File: src/rtl/dre_pkg.sv
package dre_pkg;
  localparam int BOOST_W = 4;
  localparam int CODE_W  = 4;
  localparam int COEF_W  = 17;

  localparam logic [CODE_W-1:0] THR_RST  = 4'd7;
  localparam logic [CODE_W-1:0] THR_LAST = 4'd9;
  localparam logic [CODE_W-1:0] MAX_RST  = 4'd11;
  localparam logic [CODE_W-1:0] MAX_LAST = 4'd14;

  // Q1.15 attenuation for s steps of 2 dB: round(32768 * 10^(-s/10))
  function automatic logic [COEF_W-1:0] comp_coef(input logic [BOOST_W-1:0] s);
    logic [COEF_W-1:0] c;
    case (s)
      4'd0:    c = 17'd32768;
      4'd1:    c = 17'd26029;
      4'd2:    c = 17'd20675;
      4'd3:    c = 17'd16423;
      4'd4:    c = 17'd13045;
      4'd5:    c = 17'd10362;
      4'd6:    c = 17'd8231;
      4'd7:    c = 17'd6538;
      4'd8:    c = 17'd5193;
      4'd9:    c = 17'd4125;
      4'd10:   c = 17'd3277;
      4'd11:   c = 17'd2603;
      4'd12:   c = 17'd2068;
      4'd13:   c = 17'd1642;
      4'd14:   c = 17'd1305;
      default: c = 17'd1036;
    endcase
    return c;
  endfunction
endpackage

File: src/rtl/dre_cfg.sv
module dre_cfg
  import dre_pkg::*;
#(
  parameter int HOLD_W   = 8,
  parameter int HOLD_RST = 16
) (
  input  logic              clk_i,
  input  logic              rst_ni,
  input  logic              we_i,
  input  logic [CODE_W-1:0] thr_i,
  input  logic [CODE_W-1:0] max_i,
  input  logic [HOLD_W-1:0] hold_i,
  input  logic              power_up_i,
  output logic [CODE_W-1:0] thr_o,
  output logic [CODE_W-1:0] max_o,
  output logic [HOLD_W-1:0] hold_o,
  output logic              err_o
);
  logic thr_bad, max_bad, wr_ok;

  assign thr_bad = thr_i > THR_LAST;
  assign max_bad = max_i > MAX_LAST;
  assign wr_ok   = we_i && !power_up_i;

  always_ff @(posedge clk_i or negedge rst_ni) begin
    if (!rst_ni) begin
      thr_o  <= THR_RST;
      max_o  <= MAX_RST;
      hold_o <= HOLD_W'(HOLD_RST);
      err_o  <= 1'b0;
    end else if (wr_ok) begin
      thr_o  <= thr_bad ? THR_RST : thr_i;
      max_o  <= max_bad ? MAX_RST : max_i;
      hold_o <= hold_i;
      if (thr_bad || max_bad) err_o <= 1'b1;
    end
  end
endmodule

File: src/rtl/dre_comp.sv
module dre_comp
  import dre_pkg::*;
#(
  parameter int SW = 16
) (
  input  logic signed [SW-1:0]      data_i,
  input  logic        [BOOST_W-1:0] step_i,
  output logic signed [SW-1:0]      data_o
);
  localparam int PW = SW + COEF_W + 1;

  logic signed [PW-1:0] prod;

  assign prod   = PW'(data_i) * PW'($signed({1'b0, comp_coef(step_i)}));
  // coefficient never exceeds 1.0, so the scaled value fits SW bits
  assign data_o = SW'(prod >>> 15);
endmodule

File: src/rtl/dre_chan.sv
module dre_chan
  import dre_pkg::*;
#(
  parameter int SW     = 16,
  parameter int HOLD_W = 8,
  parameter int LAT    = 2
) (
  input  logic                 clk_i,
  input  logic                 rst_ni,
  input  logic                 active_i,
  input  logic                 valid_i,
  input  logic [SW-1:0]        data_i,
  input  logic [SW-1:0]        thr_mag_i,
  input  logic [BOOST_W-1:0]   max_steps_i,
  input  logic [HOLD_W-1:0]    hold_i,
  output logic [BOOST_W-1:0]   again_o,
  output logic                 valid_o,
  output logic [SW-1:0]        data_o
);
  logic [BOOST_W-1:0] boost_q, boost_d;
  logic [HOLD_W-1:0]  cnt_q, cnt_d;
  logic [HOLD_W:0]    cnt_inc;
  logic [BOOST_W-1:0] dly_q [LAT];
  logic [BOOST_W-1:0] step_app;
  logic [SW-1:0]      comp_y, mag;
  logic               quiet, loud;

  assign step_app = active_i ? dly_q[LAT-1] : '0;

  dre_comp #(.SW(SW)) u_comp (
    .data_i (data_i),
    .step_i (step_app),
    .data_o (comp_y)
  );

  assign mag     = comp_y[SW-1] ? (~comp_y + 1'b1) : comp_y;
  assign quiet   = mag < thr_mag_i;
  assign loud    = mag > thr_mag_i;
  assign cnt_inc = {1'b0, cnt_q} + 1'b1;

  always_comb begin
    boost_d = boost_q;
    cnt_d   = cnt_q;
    if (quiet) begin
      if (cnt_inc >= {1'b0, hold_i}) begin
        cnt_d = '0;
        if (boost_q < max_steps_i) boost_d = boost_q + 1'b1;
      end else begin
        cnt_d = cnt_inc[HOLD_W-1:0];
      end
    end else begin
      cnt_d = '0;
      if (loud) boost_d = '0;
    end
  end

  always_ff @(posedge clk_i or negedge rst_ni) begin
    if (!rst_ni) begin
      boost_q <= '0;
      cnt_q   <= '0;
      for (int i = 0; i < LAT; i++) dly_q[i] <= '0;
    end else if (!active_i) begin
      boost_q <= '0;
      cnt_q   <= '0;
      for (int i = 0; i < LAT; i++) dly_q[i] <= '0;
    end else if (valid_i) begin
      boost_q  <= boost_d;
      cnt_q    <= cnt_d;
      dly_q[0] <= boost_d;
      for (int i = 1; i < LAT; i++) dly_q[i] <= dly_q[i-1];
    end
  end

  always_ff @(posedge clk_i or negedge rst_ni) begin
    if (!rst_ni) begin
      valid_o <= 1'b0;
      data_o  <= '0;
    end else begin
      valid_o <= valid_i;
      if (valid_i) data_o <= comp_y;
    end
  end

  assign again_o = active_i ? boost_q : '0;
endmodule

File: src/rtl/dre_gain_ctrl.sv
module dre_gain_ctrl
  import dre_pkg::*;
#(
  parameter int NUM_CH   = 2,
  parameter int SW       = 16,
  parameter int HOLD_W   = 8,
  parameter int HOLD_RST = 16,
  parameter int LAT      = 2
) (
  input  logic                   clk_i,
  input  logic                   rst_ni,
  input  logic                   cfg_we_i,
  input  logic [3:0]             cfg_thr_i,
  input  logic [3:0]             cfg_max_i,
  input  logic [HOLD_W-1:0]      cfg_hold_i,
  input  logic                   power_up_i,
  input  logic                   rate_hi_i,
  input  logic [NUM_CH-1:0]      ch_en_i,
  input  logic [NUM_CH-1:0]      smp_valid_i,
  input  logic [NUM_CH*SW-1:0]   smp_data_i,
  output logic [NUM_CH*4-1:0]    again_o,
  output logic [NUM_CH-1:0]      out_valid_o,
  output logic [NUM_CH*SW-1:0]   out_data_o,
  output logic                   cfg_err_o
);
  logic [CODE_W-1:0]  thr_code, max_code;
  logic [HOLD_W-1:0]  hold_cnt;
  logic [SW-1:0]      thr_mag;
  logic [BOOST_W-1:0] max_steps;
  logic               fn_on;

  dre_cfg #(.HOLD_W(HOLD_W), .HOLD_RST(HOLD_RST)) u_cfg (
    .clk_i      (clk_i),
    .rst_ni     (rst_ni),
    .we_i       (cfg_we_i),
    .thr_i      (cfg_thr_i),
    .max_i      (cfg_max_i),
    .hold_i     (cfg_hold_i),
    .power_up_i (power_up_i),
    .thr_o      (thr_code),
    .max_o      (max_code),
    .hold_o     (hold_cnt),
    .err_o      (cfg_err_o)
  );

  assign thr_mag   = {1'b1, {(SW-1){1'b0}}} >> ({1'b0, thr_code} + 5'd2);
  assign max_steps = max_code + 1'b1;
  assign fn_on     = power_up_i && !rate_hi_i;

  for (genvar c = 0; c < NUM_CH; c++) begin : g_ch
    dre_chan #(.SW(SW), .HOLD_W(HOLD_W), .LAT(LAT)) u_chan (
      .clk_i       (clk_i),
      .rst_ni      (rst_ni),
      .active_i    (fn_on && ch_en_i[c]),
      .valid_i     (smp_valid_i[c]),
      .data_i      (smp_data_i[c*SW +: SW]),
      .thr_mag_i   (thr_mag),
      .max_steps_i (max_steps),
      .hold_i      (hold_cnt),
      .again_o     (again_o[c*4 +: 4]),
      .valid_o     (out_valid_o[c]),
      .data_o      (out_data_o[c*SW +: SW])
    );
  end
endmodule

File: config.mk
export PLATFORM = sky130hd
export DESIGN_NAME = dre_gain_ctrl
export DESIGN_NICKNAME = d
export VERILOG_FILES = /design/src/rtl/dre_pkg.sv /design/src/rtl/dre_cfg.sv /design/src/rtl/dre_comp.sv /design/src/rtl/dre_chan.sv /design/src/rtl/dre_gain_ctrl.sv
export SDC_FILE = /design/constraint.sdc
export NUM_CORES = 1
export LEC_CHECK = 0
export ABC_AREA = 1
export BUFFER_PORTS_ARGS = -buffer_cell sky130_fd_sc_hd__buf_2
export CAP_MARGIN = 40
export CORE_ASPECT_RATIO = 0.9
export CORE_MARGIN = 3
export CORE_UTILIZATION = 31
export DETAILED_ROUTE_END_ITERATION = 8
export GPL_ROUTABILITY_DRIVEN = 0
export GPL_TIMING_DRIVEN = 0
export SLEW_MARGIN = 10
export SYNTH_ARGS = -nofsm -noshare
export SYNTH_HDL_FRONTEND = slang
export SYNTH_SLANG_ARGS = --single-unit
export TNS_END_PERCENT = 1
File: constraint.sdc
create_clock -name clk_i -period 8.4 [get_ports clk_i]
set_input_delay 0.84 -clock clk_i [delete_from_list [all_inputs] [get_ports clk_i]]
set_output_delay 0.84 -clock clk_i [all_outputs]
set_load 0.03 [all_outputs]
==> impl_results.md, run 1 <==
- Startpoint Class: input pin
- Final Hold Fails: 0
- Worst-path fanout max: 10
- I/O pin count: 100
- Post-layout min period: 8940 ps
- Yosys cell types: 61
- CTS tree: done
- Pin count of the biggest net entering global routing: 47
- Fmax: between 0.1 and 0.15 GHz
- Syn Nets: between 3,000 and 4,000
- Async S/R FF share, synth: 1.00
- Post-synth EDFFs: 0
- Worst setup EP type: flip-flop
- H-tree depth: 3
- CP Data Arrival Time: 9170 ps
- Worst path most repeated cell: nand2_1
- Cells taking the most area after synthesis: fa_1 (32%), ha_1 (15%), inv_1 (11%)
- Reg-to-Reg Start: g_ch[0].u_chan.dly_q[2]
- Layout area overhead: 21.4%
- Number of port buffers: 93
- Max Cap Viol: 0
- Vias: 20,949
- P per Cell Area: 88.3 nW/um2
- Initial antenna violation count: 0
- # rows: 95
- Worst rel slew slack: 0.438
- First-pass GRT wire length: between 100,000 and 150,000 um
- Std-Cell Core Area: 75,500 um2
- Cell Int Power: ~1.3 mW
- Clk sink count: slightly above 80
- Die width: approximately 300 um
- Worst-case reg-to-reg path depth: 43
- Synth top area share: 0.323
- GR Overflow Total: 0
- NetSw: 1.28 mW
- Combinational Power Share: 0.647
- Num CTS Buffers: 9
- Hold buffer count at CTS: 0
- Final Setup Violations: 24
- Total GRT Usage: 0.177
- Reg power frac: 0.194
- Total chip power: 2.56 mW
- Worst Skew: 13.2 ps
- Worst slew pin tran: 839 ps
- Util after Layout: 0.385
- HPWL Detailed: 58,000 um
- RSZ-0062 raised after global routing: yes
- Largest area contributor in the synthesized netlist: fa_1
- YS warnings: 0
- Diodes inserted: 0
- Worst hold path type: input pin to async pin
- Violated checks: negative setup slack
- Vias/cell: between 4 and 5
- Residual DRC: 0
- Leakage Power: 14.7 nW
- R2r setup slk: -230 ps
- Fin crit share: 1.06
- Total wire length: a little over 70,000 um
- Max clock buf depth: 2
- Share of cells above drive strength 1: 0.198
- Post-synthesis instance area: about 24,000 um2
- Slowest CP cell: fa_2
- Post-Syn Instances: 3,098
- RR Endpoint: g_ch[0].u_chan.dly_q[7]
- Bufs and invs on worst path: 11
- TritonRoute pass-1 iters: 6
- Mapped Avg Cell Area: just under 8 um2
- Switching Fraction: 0.501
- Initial core utilization: 0.317
- Die area: 80,500 um2
- Clock power frac: 0.159
- Worst-path clk slew: 80 ps
- Final critical-path setup slack: -538 ps
- Critical Path RT: 8630 ps
- Critical Path Max Stage Delay: 630 ps
- Vias in the first global route: 21,233
- Max-slew violations: 0
- CP top delay family: adder cells
- Drt wl/cell: roughly 16 um
- Root Driver: clkbuf_16
- Setup WS pre-CTS: -2180 ps
- Run status: finished with violations
- Max VDD drop: 0.155 mV
- Clock latency on the worst-skew pair: 350 ps
- Synth Register Bits: 83
- WS Path Type: input pin to flip-flop
- Predominant post-synthesis flop cell: dfrtp_1
- Die extent in y: 269 um
- Post-DRT Antenna Nets: 0
- DRT iter0 DRCs: 1,512
- # nets final: 4,095
- Sequential area share after synthesis: 0.0872
## power by group through the flow
stage	Sequential, mW	Clock, mW	Combinational [mW]
after floorplan	0.581	0	0.943
after global placement	0.504	0	1.41
after detailed placement	0.503	0	1.42
after CTS	0.496	0.417	1.59
after global routing	0.504	0.435	1.83
final	0.497	0.408	1.66
## layer usage
metal | GRT usage | wire length, um | vias up
met2 | 0.283 | 32500 | 624
met5 | 0 | 0 | -
met3 | 0.0242 | 4570 | 71
met1 | 0.257 | 33200 | 10329
met4 | 0.0336 | 1150 | 0
li1 | - | - | 9925
## layout by cell type (no fill, tap or decap), types with 17 or more instances in the layout
| cell type | count |
|---|---|
| inv_1 | 671 |
| nand2_1 | 541 |
| fa_1 | 369 |
| nor2_1 | 329 |
| ha_1 | 260 |
| buf_4 | 145 |
| buf_2 | 93 |
| dfrtp_1 | 76 |
| o21ai_0 | 74 |
| nand3_1 | 70 |
| nand2_2 | 68 |
| a21oi_1 | 63 |
| xor2_1 | 40 |
| clkbuf_1 | 36 |
| nand4_1 | 32 |
| o21ai_1 | 31 |
| nand3_2 | 31 |
| inv_2 | 28 |
| nor2_2 | 27 |
| ha_4 | 26 |
| a21oi_2 | 23 |
| nand2_4 | 21 |
| nor3_1 | 17 |
| fa_2 | 17 |
## stage by stage
step / area [um2] / cells / TNS, ps / hold WS [ps]
2_1_floorplan: 24200 / 3098 / -746 / 455
3_3_place_gp: 26000 / 4209 / -50780 / 455
3_5_place_dp: 26000 / 4210 / -50790 / 453
4_1_cts: 28400 / 4346 / -8510 / 476
5_1_grt: 29000 / 4387 / -20610 / 483
6_report: 29000 / 4387 / -10730 / 465
## worst max path at each step
stage                                          to  slack, ps  startpoint  cells after the start
after floorplan           g_ch[0].u_chan.dly_q[4]        -90  power_up_i                     43
after global placement    g_ch[1].u_chan.dly_q[7]      -2190  power_up_i                     49
after detailed placement  g_ch[1].u_chan.dly_q[7]      -2180  power_up_i                     49
after CTS                 g_ch[0].u_chan.dly_q[4]       -400   rate_hi_i                     46
after global routing      g_ch[0].u_chan.dly_q[4]       -910  power_up_i                     46
final                     g_ch[0].u_chan.dly_q[7]       -540  power_up_i                     48
## worst reg2reg max path, delay by kind of cell (launching register included)
kind,cells,cell delay (ps)
adder cells (fa/ha/maj),8,3540
AND/OR/NAND/NOR,19,2420
buffers and inverters,10,1000
AO/OA/AOI/OAI,5,860
flip-flops,1,470
XOR/XNOR,1,250
## state kept, by name, summed over array words and instances, names as in the netlist
register and cells:
g_ch.u_chan.valid_o 2, u_cfg.max_o 4, u_cfg.thr_o 4, u_cfg.err_o 1, g_ch.u_chan.dly_q 16, g_ch.u_chan.data_o 32, u_cfg.hold_o 8, g_ch.u_chan.cnt_q 16
## cell families after synthesis
kind of cell,after synthesis,synth area share
flops,83,0.0872
compound gates,282,0.0683
simple gates,1195,0.217
xor+xnor,66,0.0264
buf+inv,798,0.127
fa+ha+maj,674,0.474
## synthesized netlist by cell type, types with 3 or more instances
master	number
a211oi_1	7
a21o_1	5
a21oi_1	90
a31oi_1	13
buf_1	3
buf_2	5
buf_4	3
clkbuf_1	44
clkinv_1	23
dfrtp_1	76
dfstp_2	7
fa_1	386
ha_1	288
inv_1	708
inv_2	5
nand2_1	605
nand2_2	29
nand2_4	6
nand3_1	82
nand3_2	20
nand3b_1	7
nand4_1	32
nor2_1	357
nor2_2	8
nor2_4	4
nor2_8	3
nor3_1	22
nor4_1	5
o211ai_1	8
o211ai_2	3
o21a_1	9
o21ai_0	96
o21ai_1	19
o21ai_2	4
o21bai_1	7
o22ai_1	7
or2_2	6
xnor2_1	15
xnor2_2	3
xor2_1	44
xor2_2	4
## cell type report
cell class	instances	area, um2
buffer	57	328
clock inverter	7	76.3
tap	1018	1270
sequential	83	2090
clock buffer	9	225
fill	7746	46500
timing repair buffer	255	1890
inverter	741	3000
multi-input combinational	2217	20100
## repair_timing
item | CTS | global route
buffers inserted | 121 | 41
setup endpoints to repair | 26 | 24
pin swaps | 126 | 79
resized for setup | 284 | 81
Power figures use the tool's default switching activity.
==> inputs of run 2 (changes only) <==
Settings changed: CORE_ASPECT_RATIO 0.9 to 1.25, SYNTH_HIERARCHICAL set to 1.
==> impl_results.md, run 2 <==
- Initial antenna violation count: 0 (unchanged)
- Fmax: 0.112 GHz (-0.33%)
- Worst rel slew slack: 0.540 (+0.102)
- Post-Syn Instances: 3,238 (+4.5%)
- Final Setup Violations: 24 (unchanged)
- I/O pin count: 100 (unchanged)
- Num CTS Buffers: 9 (unchanged)
- Post-synth EDFFs: 0 (unchanged)
- Max-slew violations: 0 (unchanged)
- Largest area contributor in the synthesized netlist: fa_1
- Diodes inserted: 0 (unchanged)
- Largest registers: g_ch.u_chan/data_o (32), g_ch.u_chan/cnt_q (16)
- Run status: finished with violations
- Share of cells above drive strength 1: 0.178 (-0.0199)
- Hold buffer count at CTS: 0 (unchanged)
- Yosys cell types: 58 (-4.9%)
- Leakage Power: 15.3 nW (+4.5%)
- Worst-path clk slew: 70 ps (about the same)
- GR Overflow Total: 0 (unchanged)
- Async S/R FF share, synth: 1.00 (unchanged)
- Mapped Avg Cell Area: 7.49 um2 (-3.0%)
- Vias/cell: 4.67 (-2.2%)
- Worst Skew: 9.81 ps (-3.43 ps)
- Worst setup EP type: flip-flop
- Pin count of the biggest net entering global routing: 58 (+23%)
- Max VDD drop: 0.105 mV (-33%)
- Fin crit share: 1.07 (+0.00350)
- Die extent in y: 319 um (+18%)
- Synth cell count leaders: inv_1 (792), nand2_1 (713), fa_1 (386), nor2_1 (384), ha_1 (291)
- Post-route insts no fill: 4,547 (+3.6%)
- Post-synthesis instance area: 24,200 um2 (+1.4%)
- Sequential area share after synthesis: 0.0860 (-0.00118)
- Commonest non-fill, non-tap cell in the layout: inv_1
- Largest register FFs: 32 (unchanged)
- Setup WS pre-CTS: -2030 ps (+149 ps)
- TritonRoute pass-1 iters: 6 (unchanged)
- Startpoint Class: input pin
- CP Data Arrival Time: 9260 ps (+90 ps)
- First-pass GRT wire length: 117,000 um (+1.5%)
- Total GRT Usage: 0.178 (+0.000944)
- CP top delay family: adder cells
- Cells taking the most area after synthesis: fa_1 (32%), ha_1 (15%), inv_1 (12%)
- Vias in the first global route: 22,220 (+4.6%)
- # rows: 114 (+20%)
- Slowest CP cell: fa_2
- Max Cap Viol: 0 (unchanged)
- Largest Register: g_ch.u_chan/data_o
- HPWL Detailed: 59,100 um (+2.0%)
- Final Hold Fails: 0 (unchanged)
- Worst slew pin tran: 689 ps (-150 ps)
- Critical Path RT: 8690 ps (+60 ps)
- Clock latency on the worst-skew pair: 350 ps (about the same)
- Std-Cell Core Area: 77,500 um2 (+2.6%)
- RSZ-0062 raised after global routing: yes
- Synth top area share: 0.319 (-0.00435)
- Critical Path Max Stage Delay: 560 ps (-70 ps)
- WS Path Type: input pin to flip-flop
- Fin Setup TNS: -12,100 ps (-1370 ps)
- Number of port buffers: 93 (unchanged)
- Predominant post-synthesis flop cell: dfrtp_1
- YS warnings: 6 (+6)
- CTS tree: done
- Max clock buf depth: 2 (unchanged)
- Worst-path fanout max: 10 (unchanged)
- Synth Register Bits: 83 (unchanged)
- Final critical-path setup slack: -567 ps (-29.4 ps)
- Post-layout min period: 8970 ps (+29.4 ps)
- Drt wl/cell: 15.8 um (-2.8%)
- P per Cell Area: 78.5 nW/um2 (-11%)
- R2r setup slk: 30 ps (+260 ps)
- Initial core utilization: 0.313 (-0.00385)
- Total wire length: 71,900 um (+0.70%)
- Hold WS: 409 ps (-56.5 ps)
- DRT iter0 DRCs: 1,285 (-15%)
- Util after Layout: 0.375 (-0.00967)
- Violated checks: negative setup slack
- Vias: 21,228 (+1.3%)
- Most frequent cells in the layout: inv_1 (747), nand2_1 (655), fa_1 (367)
- Residual DRC: 0 (unchanged)
- DP Cell Count: 4,381 (+4.1%)
- Die area: 81,600 um2 (+1.4%)
- H-tree depth: 3 (unchanged)
- Most common cell in the netlist: inv_1
- Root Driver: clkbuf_16
- Clk sink count: 83 (unchanged)
- Die width: 256 um (-14%)
- Worst hold path type: input pin to async pin
- Post-DRT Antenna Nets: 0 (unchanged)
- Bufs and invs on worst path: 15 (+4)
- Layout area overhead: 19.8%
- # nets final: 4,232 (+3.3%)
-- run 2: final timing paths --
check / start / endpoint / cells after the start
min in group clk_i: g_ch[0].u_chan/data_o[14] / g_ch[0].u_chan/data_o[14] / 2
worst min-delay path: rst_ni / u_cfg/hold_o[1] / 1
worst max register to register: g_ch[0].u_chan/dly_q[1] / g_ch[0].u_chan/boost_q[0] / 46
worst max-delay path: power_up_i / g_ch[1].u_chan/boost_q[2] / 50
max in group asynchronous: rst_ni / u_cfg/max_o[0] / 2
worst min register to register: g_ch[0].u_chan/data_o[14] / g_ch[0].u_chan/data_o[14] / 2
-- run 2: layer usage --
layer | vias up | routed length [um] | global-route usage
met4 | 0 | 3410 | 0.0706
met1 | 10330 | 28700 | 0.216
li1 | 10151 | - | -
met2 | 584 | 36600 | 0.325
met3 | 163 | 3180 | 0.0149
met5 | - | 0 | 0
-- run 2: layout make-up --
class                           instances  area [um2]
Multi-Input combinational cell       2285       19900
Clock buffer                            9         225
Fill cell                            8032       48400
Timing Repair inverter                  3        26.3
Tap cell                             1044        1310
Buffer                                 55         318
Timing Repair Buffer                  244        1730
Inverter                              817        3320
Clock inverter                          7        80.1
Sequential cell                        83        2090
-- run 2: logic make-up after synthesis --
group           synth area share
other cells             0.000155
flops                     0.0860
buf+inv                    0.137
compound gates            0.0636
xor+xnor                  0.0242
simple gates               0.220
fa+ha+maj                  0.469
-- run 2: worst register-to-register path, delay by kind of cell (launching register included) --
family                     cells  cell delay [ps]
adders and majority gates      9             4000
and+or+nand+nor               19             1580
buffers and inverters         13             1130
AOI/OAI and AO/OA              3              780
xor gates and xnor gates       2              440
DFF                            1              390
-- run 2: where the power goes --
part	internal [mW]	switching (mW)	total, mW
Clock	0.235	0.183	0.418
Sequential	0.454	0.0411	0.495
Combinational	0.494	0.873	1.37
-- run 2: timing repair --
action | in CTS | in global routing
endpoints found under the setup margin | 24 | 24
endpoints found under the hold margin | 0 | 0
setup buffers | 136 | 11
resized for setup | 188 | 34
pin swaps | 105 | 48
cloned | 4 | 0
-- run 2: stage by stage --
| step | instance area (um2) | power [mW] |
|---|---|---|
| 6_report | 29000 | 2.28 |
| 5_1_grt | 29000 | 2.48 |
| 4_1_cts | 28800 | 2.27 |
| 3_5_place_dp | 26700 | 1.75 |
| 3_3_place_gp | 26600 | 1.74 |
| 2_1_floorplan | 24900 | 1.39 |
==> inputs of run 3 (changes only) <==
Settings changed: CORE_UTILIZATION 31 to 35.
==> impl_results.md, run 3 (synthesis gave the netlist of run 2 again) <==
- Cell area after placement: 26,500 um2 (-0.58%)
- Final critical-path setup slack: -544 ps (+23.7 ps)
- # nets final: 4,172 (-1.4%)
- Vias in the first global route: 21,769 (-2.0%)
- Largest register FFs: 32 (unchanged)
- Std-Cell Core Area: 68,400 um2 (-12%)
- Fmax: 0.112 GHz (+0.26%)
- RSZ-0062 raised after global routing: yes
- Most frequent cells in the layout: inv_1 (749), nand2_1 (657), fa_1 (371)
- Commonest non-fill, non-tap cell in the layout: inv_1
- Slowest CP cell: fa_2
- Total wire length: 70,400 um (-2.2%)
- Clk sink count: 83 (unchanged)
- Vias: 20,732 (-2.3%)
- Fin Setup TNS: -10,310 ps (+1790 ps)
- Startpoint Class: input pin
- Total GRT Usage: 0.201 (+0.0230)
- R2r setup slk: 80 ps (+50 ps)
- Die extent in y: 300 um (-5.8%)
- First-pass GRT wire length: 114,000 um (-1.9%)
- Share of cells above drive strength 1: 0.157 (-0.0210)
- Largest Register: g_ch.u_chan/data_o
- Worst rel slew slack: 0.497 (-0.0437)
- Critical Path Max Stage Delay: 580 ps (+20 ps)
- Layout area overhead: 16.4%
- GR Overflow Total: 0 (unchanged)
- Sequential cell area: 2090 um2 (unchanged)
- Final Setup Violations: 24 (unchanged)
- Worst Skew: 7.78 ps (-2.02 ps)
- P per Cell Area: 78.5 nW/um2 (about the same)
- Initial antenna violation count: 2 (+2)
- Run status: finished with violations
- Root Driver: clkbuf_16
- Setup WS pre-CTS: -1990 ps (+43.9 ps)
- Worst-path clk slew: 70 ps (about the same)
- Hold WS: 409 ps (-0.0320 ps)
- Worst-path fanout max: 10 (unchanged)
- Hold buffer count at CTS: 0 (unchanged)
- Critical Path Source: power_up_i
- DRT iter0 DRCs: 1,192 (-7.2%)
- Residual DRC: 0 (unchanged)
- Worst setup EP type: flip-flop
- Max VDD drop: 0.120 mV (+15%)
- Die width: 241 um (-5.7%)
- Violated checks: negative setup slack
- Largest registers: g_ch.u_chan/data_o (32), g_ch.u_chan/cnt_q (16)
- Critical Path RT: 8690 ps (about the same)
- Num CTS Buffers: 9 (unchanged)
- Max clock buf depth: 2 (unchanged)
- H-tree depth: 3 (unchanged)
- Drt wl/cell: 16.1 um (+1.8%)
- Vias/cell: 4.75 (+1.6%)
- Post-layout min period: 8940 ps (-23.7 ps)
- Fill cell count: 7,029 (-12%)
- Clock latency on the worst-skew pair: 360 ps (about the same)
- Leakage Power: 15.0 nW (-2.1%)
- Worst path most repeated cell: nand2_1
- Post-DRT Antenna Nets: 0 (unchanged)
- WS Path Type: input pin to flip-flop
- Fin area: 28,200 um2 (-2.8%)
- Initial core utilization: 0.354 (+0.0414)
- CTS tree: done
- CP Data Arrival Time: 9230 ps (-30 ps)
- Pin count of the biggest net entering global routing: 54 (-6.9%)
- Max Cap Viol: 0 (unchanged)
- Number of port buffers: 93 (unchanged)
- Reg-to-Reg Start: g_ch[0].u_chan/dly_q[1]
- HPWL Detailed: 58,700 um (-0.69%)
- Diodes inserted: 0 (unchanged)
- Worst slew pin tran: 755 ps (+65.5 ps)
- Worst hold path type: input pin to async pin
- TritonRoute pass-1 iters: 5 (-1)
- Max-slew violations: 0 (unchanged)
- # rows: 107 (-6.1%)
- Multi-input logic area: 19,800 um2 (-0.67%)
- I/O pin count: 100 (unchanged)
- Final Hold Fails: 0 (unchanged)
- Fin crit share: 1.06 (-0.00282)
- Die area: 72,500 um2 (-11%)
## run 3: worst paths after layout
| path | endpoint | depth (start not counted) |
|---|---|---|
| hold reg to reg | u_cfg/err_o | 2 |
| max in group asynchronous | u_cfg/thr_o[1] | 2 |
| setup reg to reg | g_ch[0].u_chan/boost_q[2] | 44 |
| min in group clk_i | u_cfg/err_o | 2 |
| hold / removal | u_cfg/err_o | 1 |
| setup / recovery | g_ch[0].u_chan/boost_q[2] | 52 |
## run 3: cell type report
cell class,instances,share of cell area
inverters,817,0.117
multi-input cells,2285,0.702
clock inverters,6,0.00253
repair inverters,3,0.000798
plain buffers,55,0.0101
flip-flops and latches,83,0.0739
clock buffers,10,0.00847
well taps,926,0.0411
repair buffers,184,0.0445
## run 3: metrics by stage
| stage | total power [mW] | util | cells |
|---|---|---|---|
| 2_1_floorplan | 1.39 | - | 3241 |
| 3_3_place_gp | 1.73 | 0.387 | 4260 |
| 4_1_cts | 2.22 | 0.406 | 4339 |
| 5_1_grt | 2.43 | 0.413 | 4369 |
| 6_report | 2.21 | 0.413 | 4369 |
| 3_5_place_dp | 1.74 | 0.388 | 4262 |
## run 3: critical path, delay by kind of cell
kind | cells | cell delay (ps)
compound gates | 7 | 1270
fa+ha+maj | 9 | 3800
buf+inv | 18 | 1680
xor+xnor | 2 | 260
simple gates | 16 | 1370
## run 3: power by group
part | total [mW] | internal (mW) | switching (mW)
Clock | 0.427 | 0.243 | 0.184
Combinational | 1.29 | 0.455 | 0.831
Sequential | 0.502 | 0.454 | 0.0473
## run 3: repair_timing
action	CTS	global route
endpoints found under the setup margin	24	24
setup buffers	59	30
pin swaps	39	58
gates cloned	3	0
gates resized for setup	114	60
## run 3: routing by layer
| layer | vias to the layer above | GRT usage | wire length (um) |
|---|---|---|---|
| met5 | - | 0 | 0 |
| met4 | 0 | 0.0887 | 3650 |
| met3 | 171 | 0.0175 | 2990 |
| met2 | 542 | 0.359 | 35400 |
| met1 | 9984 | 0.246 | 28300 |
| li1 | 10035 | - | - |
